[src/rtl/hfifo_pkg.sv]
package hfifo_pkg;

  // Write-side state: accepting bytes, or discarding the rest of a refused frame
  typedef enum logic {
    WR_PASS    = 1'b0,
    WR_DISCARD = 1'b1
  } wr_state_e;

endpackage

[src/rtl/hfifo_ram.sv]
// Simple dual-port buffer: registered read port (block RAM style) plus a
// register vector of end-of-frame marks that is read without latency.
module hfifo_ram #(
  parameter int DATA_W = 8,
  parameter int ADDR_W = 6
) (
  input  logic              clk,
  input  logic              we,
  input  logic [ADDR_W-1:0] waddr,
  input  logic [DATA_W-1:0] wdata,
  input  logic              weof,
  input  logic              re,
  input  logic [ADDR_W-1:0] raddr,
  output logic [DATA_W-1:0] rdata,
  output logic              reof,
  output logic              eof_at_raddr
);
  localparam int DEPTH = 1 << ADDR_W;
  localparam int WORD_W = DATA_W + 1;

  logic [WORD_W-1:0] mem [DEPTH];
  logic [DEPTH-1:0]  eof_vec;
  logic [WORD_W-1:0] rword_q;

  always_ff @(posedge clk) begin
    if (we) mem[waddr] <= {weof, wdata};
  end

  always_ff @(posedge clk) begin
    if (re) rword_q <= mem[raddr];
  end

  always_ff @(posedge clk) begin
    if (we) eof_vec[waddr] <= weof;
  end

  assign rdata        = rword_q[DATA_W-1:0];
  assign reof         = rword_q[DATA_W];
  assign eof_at_raddr = eof_vec[raddr];
endmodule

[src/rtl/hfifo_wr_ctrl.sv]
// Write side: byte position, frame-start position, stored-frame counter,
// refusal, rollback and the sticky overflow flag.
module hfifo_wr_ctrl
  import hfifo_pkg::*;
#(
  parameter int ADDR_W = 6,
  parameter int FCNT_W = 4
) (
  input  logic              clk,
  input  logic              rst,
  input  logic              en,
  input  logic              clr_ovf,
  input  logic              wr_valid,
  input  logic              wr_eof,
  input  logic [ADDR_W-1:0] rout,
  input  logic [FCNT_W-1:0] fout,
  output logic              wr_accept,
  output logic [ADDR_W-1:0] win,
  output logic [ADDR_W-1:0] win_next,
  output logic [FCNT_W-1:0] fin_next,
  output logic              overflow
);
  localparam logic [ADDR_W-1:0] AONE = ADDR_W'(1);
  localparam logic [FCNT_W-1:0] FONE = FCNT_W'(1);

  logic [ADDR_W-1:0] win_q, start_q, start_n;
  logic [FCNT_W-1:0] fin_q;
  wr_state_e         st_q, st_n;
  logic              ovf_q;
  logic              byte_full, frm_full, attempt, reject;

  always_comb begin
    byte_full = (win_q + AONE) == rout;
    frm_full  = (fin_q + FONE) == fout;
    attempt   = en && wr_valid && (st_q == WR_PASS);
    wr_accept = attempt && !byte_full && !frm_full;
    reject    = attempt && (byte_full || frm_full);

    if (wr_accept)   win_next = win_q + AONE;
    else if (reject) win_next = start_q;
    else             win_next = win_q;

    fin_next = (wr_accept && wr_eof) ? fin_q + FONE : fin_q;
    start_n  = (wr_accept && wr_eof) ? win_q + AONE : start_q;

    st_n = st_q;
    if (reject && !wr_eof)
      st_n = WR_DISCARD;
    else if (st_q == WR_DISCARD && en && wr_valid && wr_eof)
      st_n = WR_PASS;
  end

  always_ff @(posedge clk) begin
    if (rst) begin
      win_q   <= '0;
      start_q <= '0;
      fin_q   <= '0;
      st_q    <= WR_PASS;
      ovf_q   <= 1'b0;
    end else begin
      win_q   <= win_next;
      start_q <= start_n;
      fin_q   <= fin_next;
      st_q    <= st_n;
      ovf_q   <= (ovf_q && !clr_ovf) || reject;
    end
  end

  assign win      = win_q;
  assign overflow = ovf_q;
endmodule

[src/rtl/hfifo_rd_ctrl.sv]
// Read side: byte position, read-frame counter and read-valid register.
module hfifo_rd_ctrl #(
  parameter int ADDR_W = 6,
  parameter int FCNT_W = 4
) (
  input  logic              clk,
  input  logic              rst,
  input  logic              en,
  input  logic              rd_req,
  input  logic              frame_ready,
  input  logic              eof_now,
  output logic              rd_accept,
  output logic [ADDR_W-1:0] rout,
  output logic [ADDR_W-1:0] rout_next,
  output logic [FCNT_W-1:0] fout,
  output logic [FCNT_W-1:0] fout_next,
  output logic              rd_valid
);
  logic [ADDR_W-1:0] rout_q;
  logic [FCNT_W-1:0] fout_q;
  logic              rv_q;

  always_comb begin
    rd_accept = en && rd_req && frame_ready;
    rout_next = rd_accept ? rout_q + ADDR_W'(1) : rout_q;
    fout_next = (rd_accept && eof_now) ? fout_q + FCNT_W'(1) : fout_q;
  end

  always_ff @(posedge clk) begin
    if (rst) begin
      rout_q <= '0;
      fout_q <= '0;
      rv_q   <= 1'b0;
    end else begin
      rout_q <= rout_next;
      fout_q <= fout_next;
      rv_q   <= rd_accept;
    end
  end

  assign rout     = rout_q;
  assign fout     = fout_q;
  assign rd_valid = rv_q;
endmodule

[src/rtl/hdlc_frame_fifo.sv]
module hdlc_frame_fifo #(
  parameter int DATA_W = 8,
  parameter int ADDR_W = 6,
  parameter int FCNT_W = 4,
  parameter int MODE_W = 2
) (
  input  logic              clk,
  input  logic              rst,
  input  logic              cfg_we,
  input  logic [MODE_W-1:0] cfg_mode,
  input  logic              wr_valid,
  input  logic [DATA_W-1:0] wr_data,
  input  logic              wr_eof,
  input  logic              rd_req,
  output logic              rd_valid,
  output logic [DATA_W-1:0] rd_data,
  output logic              rd_eof,
  output logic              empty,
  output logic              frame_avail,
  output logic              overflow
);
  logic              en_q;
  logic              empty_q, favail_q;
  logic              wr_accept, rd_accept, eof_now;
  logic [ADDR_W-1:0] win, win_next, rout, rout_next;
  logic [FCNT_W-1:0] fin_next, fout, fout_next;

  // Enable: follows the last mode write, off after reset
  always_ff @(posedge clk) begin
    if (rst)         en_q <= 1'b0;
    else if (cfg_we) en_q <= |cfg_mode;
  end

  hfifo_wr_ctrl #(.ADDR_W(ADDR_W), .FCNT_W(FCNT_W)) u_wr (
    .clk       (clk),
    .rst       (rst),
    .en        (en_q),
    .clr_ovf   (cfg_we),
    .wr_valid  (wr_valid),
    .wr_eof    (wr_eof),
    .rout      (rout),
    .fout      (fout),
    .wr_accept (wr_accept),
    .win       (win),
    .win_next  (win_next),
    .fin_next  (fin_next),
    .overflow  (overflow)
  );

  hfifo_rd_ctrl #(.ADDR_W(ADDR_W), .FCNT_W(FCNT_W)) u_rd (
    .clk         (clk),
    .rst         (rst),
    .en          (en_q),
    .rd_req      (rd_req),
    .frame_ready (favail_q),
    .eof_now     (eof_now),
    .rd_accept   (rd_accept),
    .rout        (rout),
    .rout_next   (rout_next),
    .fout        (fout),
    .fout_next   (fout_next),
    .rd_valid    (rd_valid)
  );

  hfifo_ram #(.DATA_W(DATA_W), .ADDR_W(ADDR_W)) u_ram (
    .clk          (clk),
    .we           (wr_accept),
    .waddr        (win),
    .wdata        (wr_data),
    .weof         (wr_eof),
    .re           (rd_accept),
    .raddr        (rout),
    .rdata        (rd_data),
    .reof         (rd_eof),
    .eof_at_raddr (eof_now)
  );

  // Status flags registered from next-state positions and counters
  always_ff @(posedge clk) begin
    if (rst) begin
      empty_q  <= 1'b1;
      favail_q <= 1'b0;
    end else begin
      empty_q  <= (win_next == rout_next);
      favail_q <= (fin_next != fout_next);
    end
  end

  assign empty       = empty_q;
  assign frame_avail = favail_q;
endmodule

[config.mk]
export PLATFORM = sky130hd
export DESIGN_NAME = hdlc_frame_fifo
export DESIGN_NICKNAME = d
export VERILOG_FILES = /design/src/rtl/hfifo_pkg.sv /design/src/rtl/hfifo_ram.sv /design/src/rtl/hfifo_wr_ctrl.sv /design/src/rtl/hfifo_rd_ctrl.sv /design/src/rtl/hdlc_frame_fifo.sv
export SDC_FILE = /design/constraint.sdc
export NUM_CORES = 1
export LEC_CHECK = 0
export BUFFER_PORTS_ARGS = -buffer_cell sky130_fd_sc_hd__buf_2
export CORE_ASPECT_RATIO = 1.25
export CORE_UTILIZATION = 25
export CTS_CLUSTER_DIAMETER = 40
export CTS_CLUSTER_SIZE = 30
export DETAILED_ROUTE_END_ITERATION = 7
export PLACE_DENSITY_LB_ADDON = 0.05
export SYNTH_ARGS = -nofsm -noshare
export SYNTH_HDL_FRONTEND = slang
export SYNTH_SLANG_ARGS = --single-unit
[constraint.sdc]
create_clock -name clk -period 4.3 [get_ports clk]
set_input_delay 0.645 -clock clk [delete_from_list [all_inputs] [get_ports clk]]
set_output_delay 0.645 -clock clk [all_outputs]
set_load 0.01 [all_outputs]
==> qor.txt <==
vias in the first global route - 12800
commonest non-fill, non-tap cell in the layout - edfxtp_1
ys flop type - edfxtp_1
final slew viol count - 0
Area contributors post-synth - edfxtp_1, mux4_2, dfxtp_1, nor2_1, xnor2_1
endpoints failing setup - 0
I/O pin count - 29
Synth Warn # - 0
Yosys top cell area share - 72.2%
setup bufs post-CTS - 0
Synth Area in XOR/XNOR - 1.45%
maximum clock path buffer count - 3
synthesis-to-finish area growth - 23.4%
asr flop ratio synth - 0%
Post-route DRC - 0
initial cell density of the core - 25.3%
setup TNS - 0 ps
worst skew pair latency - 650 ps
outcome - finished, final reports clean
Pwr per Cell Area - 507 mW/mm^2
number of vias per cell - 4.39
crit path launch type - flip-flop
Post-synth EDFFs - 585
Post-DRT Antenna Nets - 0
Post-Place Worst Slack - 858 ps
Via Count - 11700
die width - 281 um
Max Fanout on Critical Path - 78
Site Rows - 127
root buffer cell - clkbuf_16
final hold violations - 0
Register Area - 0.0182 mm^2
slew margin rel. - 36.0%
WP data required - 4830 ps
Max-Cap Viols - 0
Synth Area in Adders - 0.206%
final critical-path share of the clock period - 78.6%
CTS tree - done
CP endpoint kind - flip-flop
GR Util met3 - 2.43%
Post-CTS Hold Fix Bufs - 0
R2R cell count - 8
Worst-Margin Slew - 960 ps
GRT Total Usage - 14.7%
Most Crowded Layer GR - met2
post-DP HPWL - 43.1 mm
post-synth cell types - 57
Leakage - 9.31 nW
Post-Syn Area - 0.0243 mm^2
Clk pin slew, worst setup/hold paths - 50 ps
main combinational cell family by area after synthesis - multiplexers
cells after synthesis - 1139
Avg Synthesized Cell Area - 21.4 um^2
post-synth net total - 1159
layout cell share with drive strength beyond 1 - 34.4%
Clock Skew - 17.0 ps
post-synthesis mux area share - 17.4%
DR WL/cell - 26.4 um
Num CTS Buffers - 102
largest net degree at the start of global routing - 79
GRT overflow - 0
footprint of the multi-input gates - 0.00578 mm^2
clk sinks - 617
hold slack final - 213 ps
GR Util met1 - 19.7%
Core ar. - 0.0961 mm^2
RSZ-0062 raised after global routing - false
First-pass DRT Iterations - 5
WP data arrival - 3910 ps
commonest non-fill, non-tap cells in the layout - edfxtp_1, mux4_2, clkbuf_16, nor2_1, buf_4
Achievable Freq - 296 MHz
Peak VDD IR - 0.240 mV
sequential element share of the synthesized area - 74.8%
Initial DRC Count - 689
Max H-tree Level - 3
Compound-Gate Fraction of Synth Area - 1.58%
fill count - 9248
fin crit period - 3380 ps
die height - 351 um
Final nets - 1323
GPL Wtd Cong - 0.728
Yosys reg bits - 617
overall routed net length - 70.6 mm
PortBufs - 28
Min-Delay Path Depth - 2
post-CTS sizing - 0
first-pass GRT wire length - 100 mm
die area - 0.0986 mm^2
initial antenna violation count - 9
Synth Area in Simple Gates - 3.10%
Hold/Removal Path Class - primary input to flip-flop
critical path type - flip-flop to flip-flop
GR Util met2 - 24.2%
final worst slack - 918 ps
Yosys top cell by area - edfxtp_1
layer usage:
metal / part of all wire (%) / up-vias
li1: - / 5094
met5: 0.018 / -
met2: 49 / 227
met4: 2.0 / 2
met3: 3.4 / 82
met1: 46 / 6338
metrics by stage:
stage,util [%],instance area (um^2),power [W],std cells
2_1_floorplan,-,24300,0.00683,1139
3_3_place_gp,27.6,26500,0.00700,2489
3_5_place_dp,27.6,26500,0.00700,2489
4_1_cts,31.2,30000,0.0155,2675
5_1_grt,31.2,30000,0.0157,2675
6_report,31.2,30000,0.0152,2676
cell families after synthesis:
group	Yosys count
buffers and inverters	65
DFF	617
and+or+nand+nor	168
muxes	197
xor gates and xnor gates	37
AOI/OAI and AO/OA	51
adders and majority gates	4
area by class of cell:
cell class                      count  area share, %
Sequential cell                   617           60.7
Clock buffer                      116           8.75
Multi-Input combinational cell    457           19.3
Antenna cell                        1        0.00833
Clock inverter                     70           2.95
Tap cell                         1290           5.38
Timing Repair Buffer              119           2.91
Inverter                            6         0.0750
synthesized netlist by cell type (all sizes together), types with 2 or more instances:
library cell  count
edfxtp          585
mux4            181
nor2            100
dfxtp            32
buf              31
clkbuf           28
nand2            24
xnor2            23
xor2             12
mux2i            11
a21oi            10
nand3             9
a211oi            8
nand4             6
o211ai            6
inv               5
mux2              5
nand3b            5
nor2b             5
o21ai             5
and2              4
ha                4
a221oi            3
nand2b            3
o21a              3
or3               3
a311oi            2
a31oi             2
and3b             2
o2111ai           2
o31ai             2
or3b              2
or4               2
xnor3             2
path summary, 6_finish.rpt:
check,start,endpoint,slack [ps]
worst max-delay path,u_rd.rout[1],frame_avail,920
worst min-delay path,cfg_we,en_q,210
worst max register to register,u_rd.rout[1],frame_avail,920
worst min register to register,u_wr.start_q[1],u_wr.start_q[1],460
report_power, final:
group	internal, W	switching (W)
Clock	0.00537	0.00297
Combinational	0.0000721	0.000194
Sequential	0.00659	0.0000116
registers in the layout, summed over array words and instances (netlist names):
name and count:
u_wr.st_q 1, u_wr.overflow 1, u_rd.rout 6, u_rd.fout 4, u_rd.rd_valid 1, u_wr.fin_q 4, u_ram.rword_q 9, u_wr.win 6
u_ram.mem 513, empty 1, u_ram.eof_vec 63, en_q 1, frame_avail 1, u_wr.start_q 6
worst max-delay path, cell delays in order, from the launching register on:
cell	delay, ps
dfxtp_4	370
buf_12	470
buf_4	530
mux2i_1	160
a21oi_1	340
o31ai_2	130
a21oi_2	510
o21ai_1	170
o41a_1	470
Note: power is estimated with default switching activity, not from simulation.
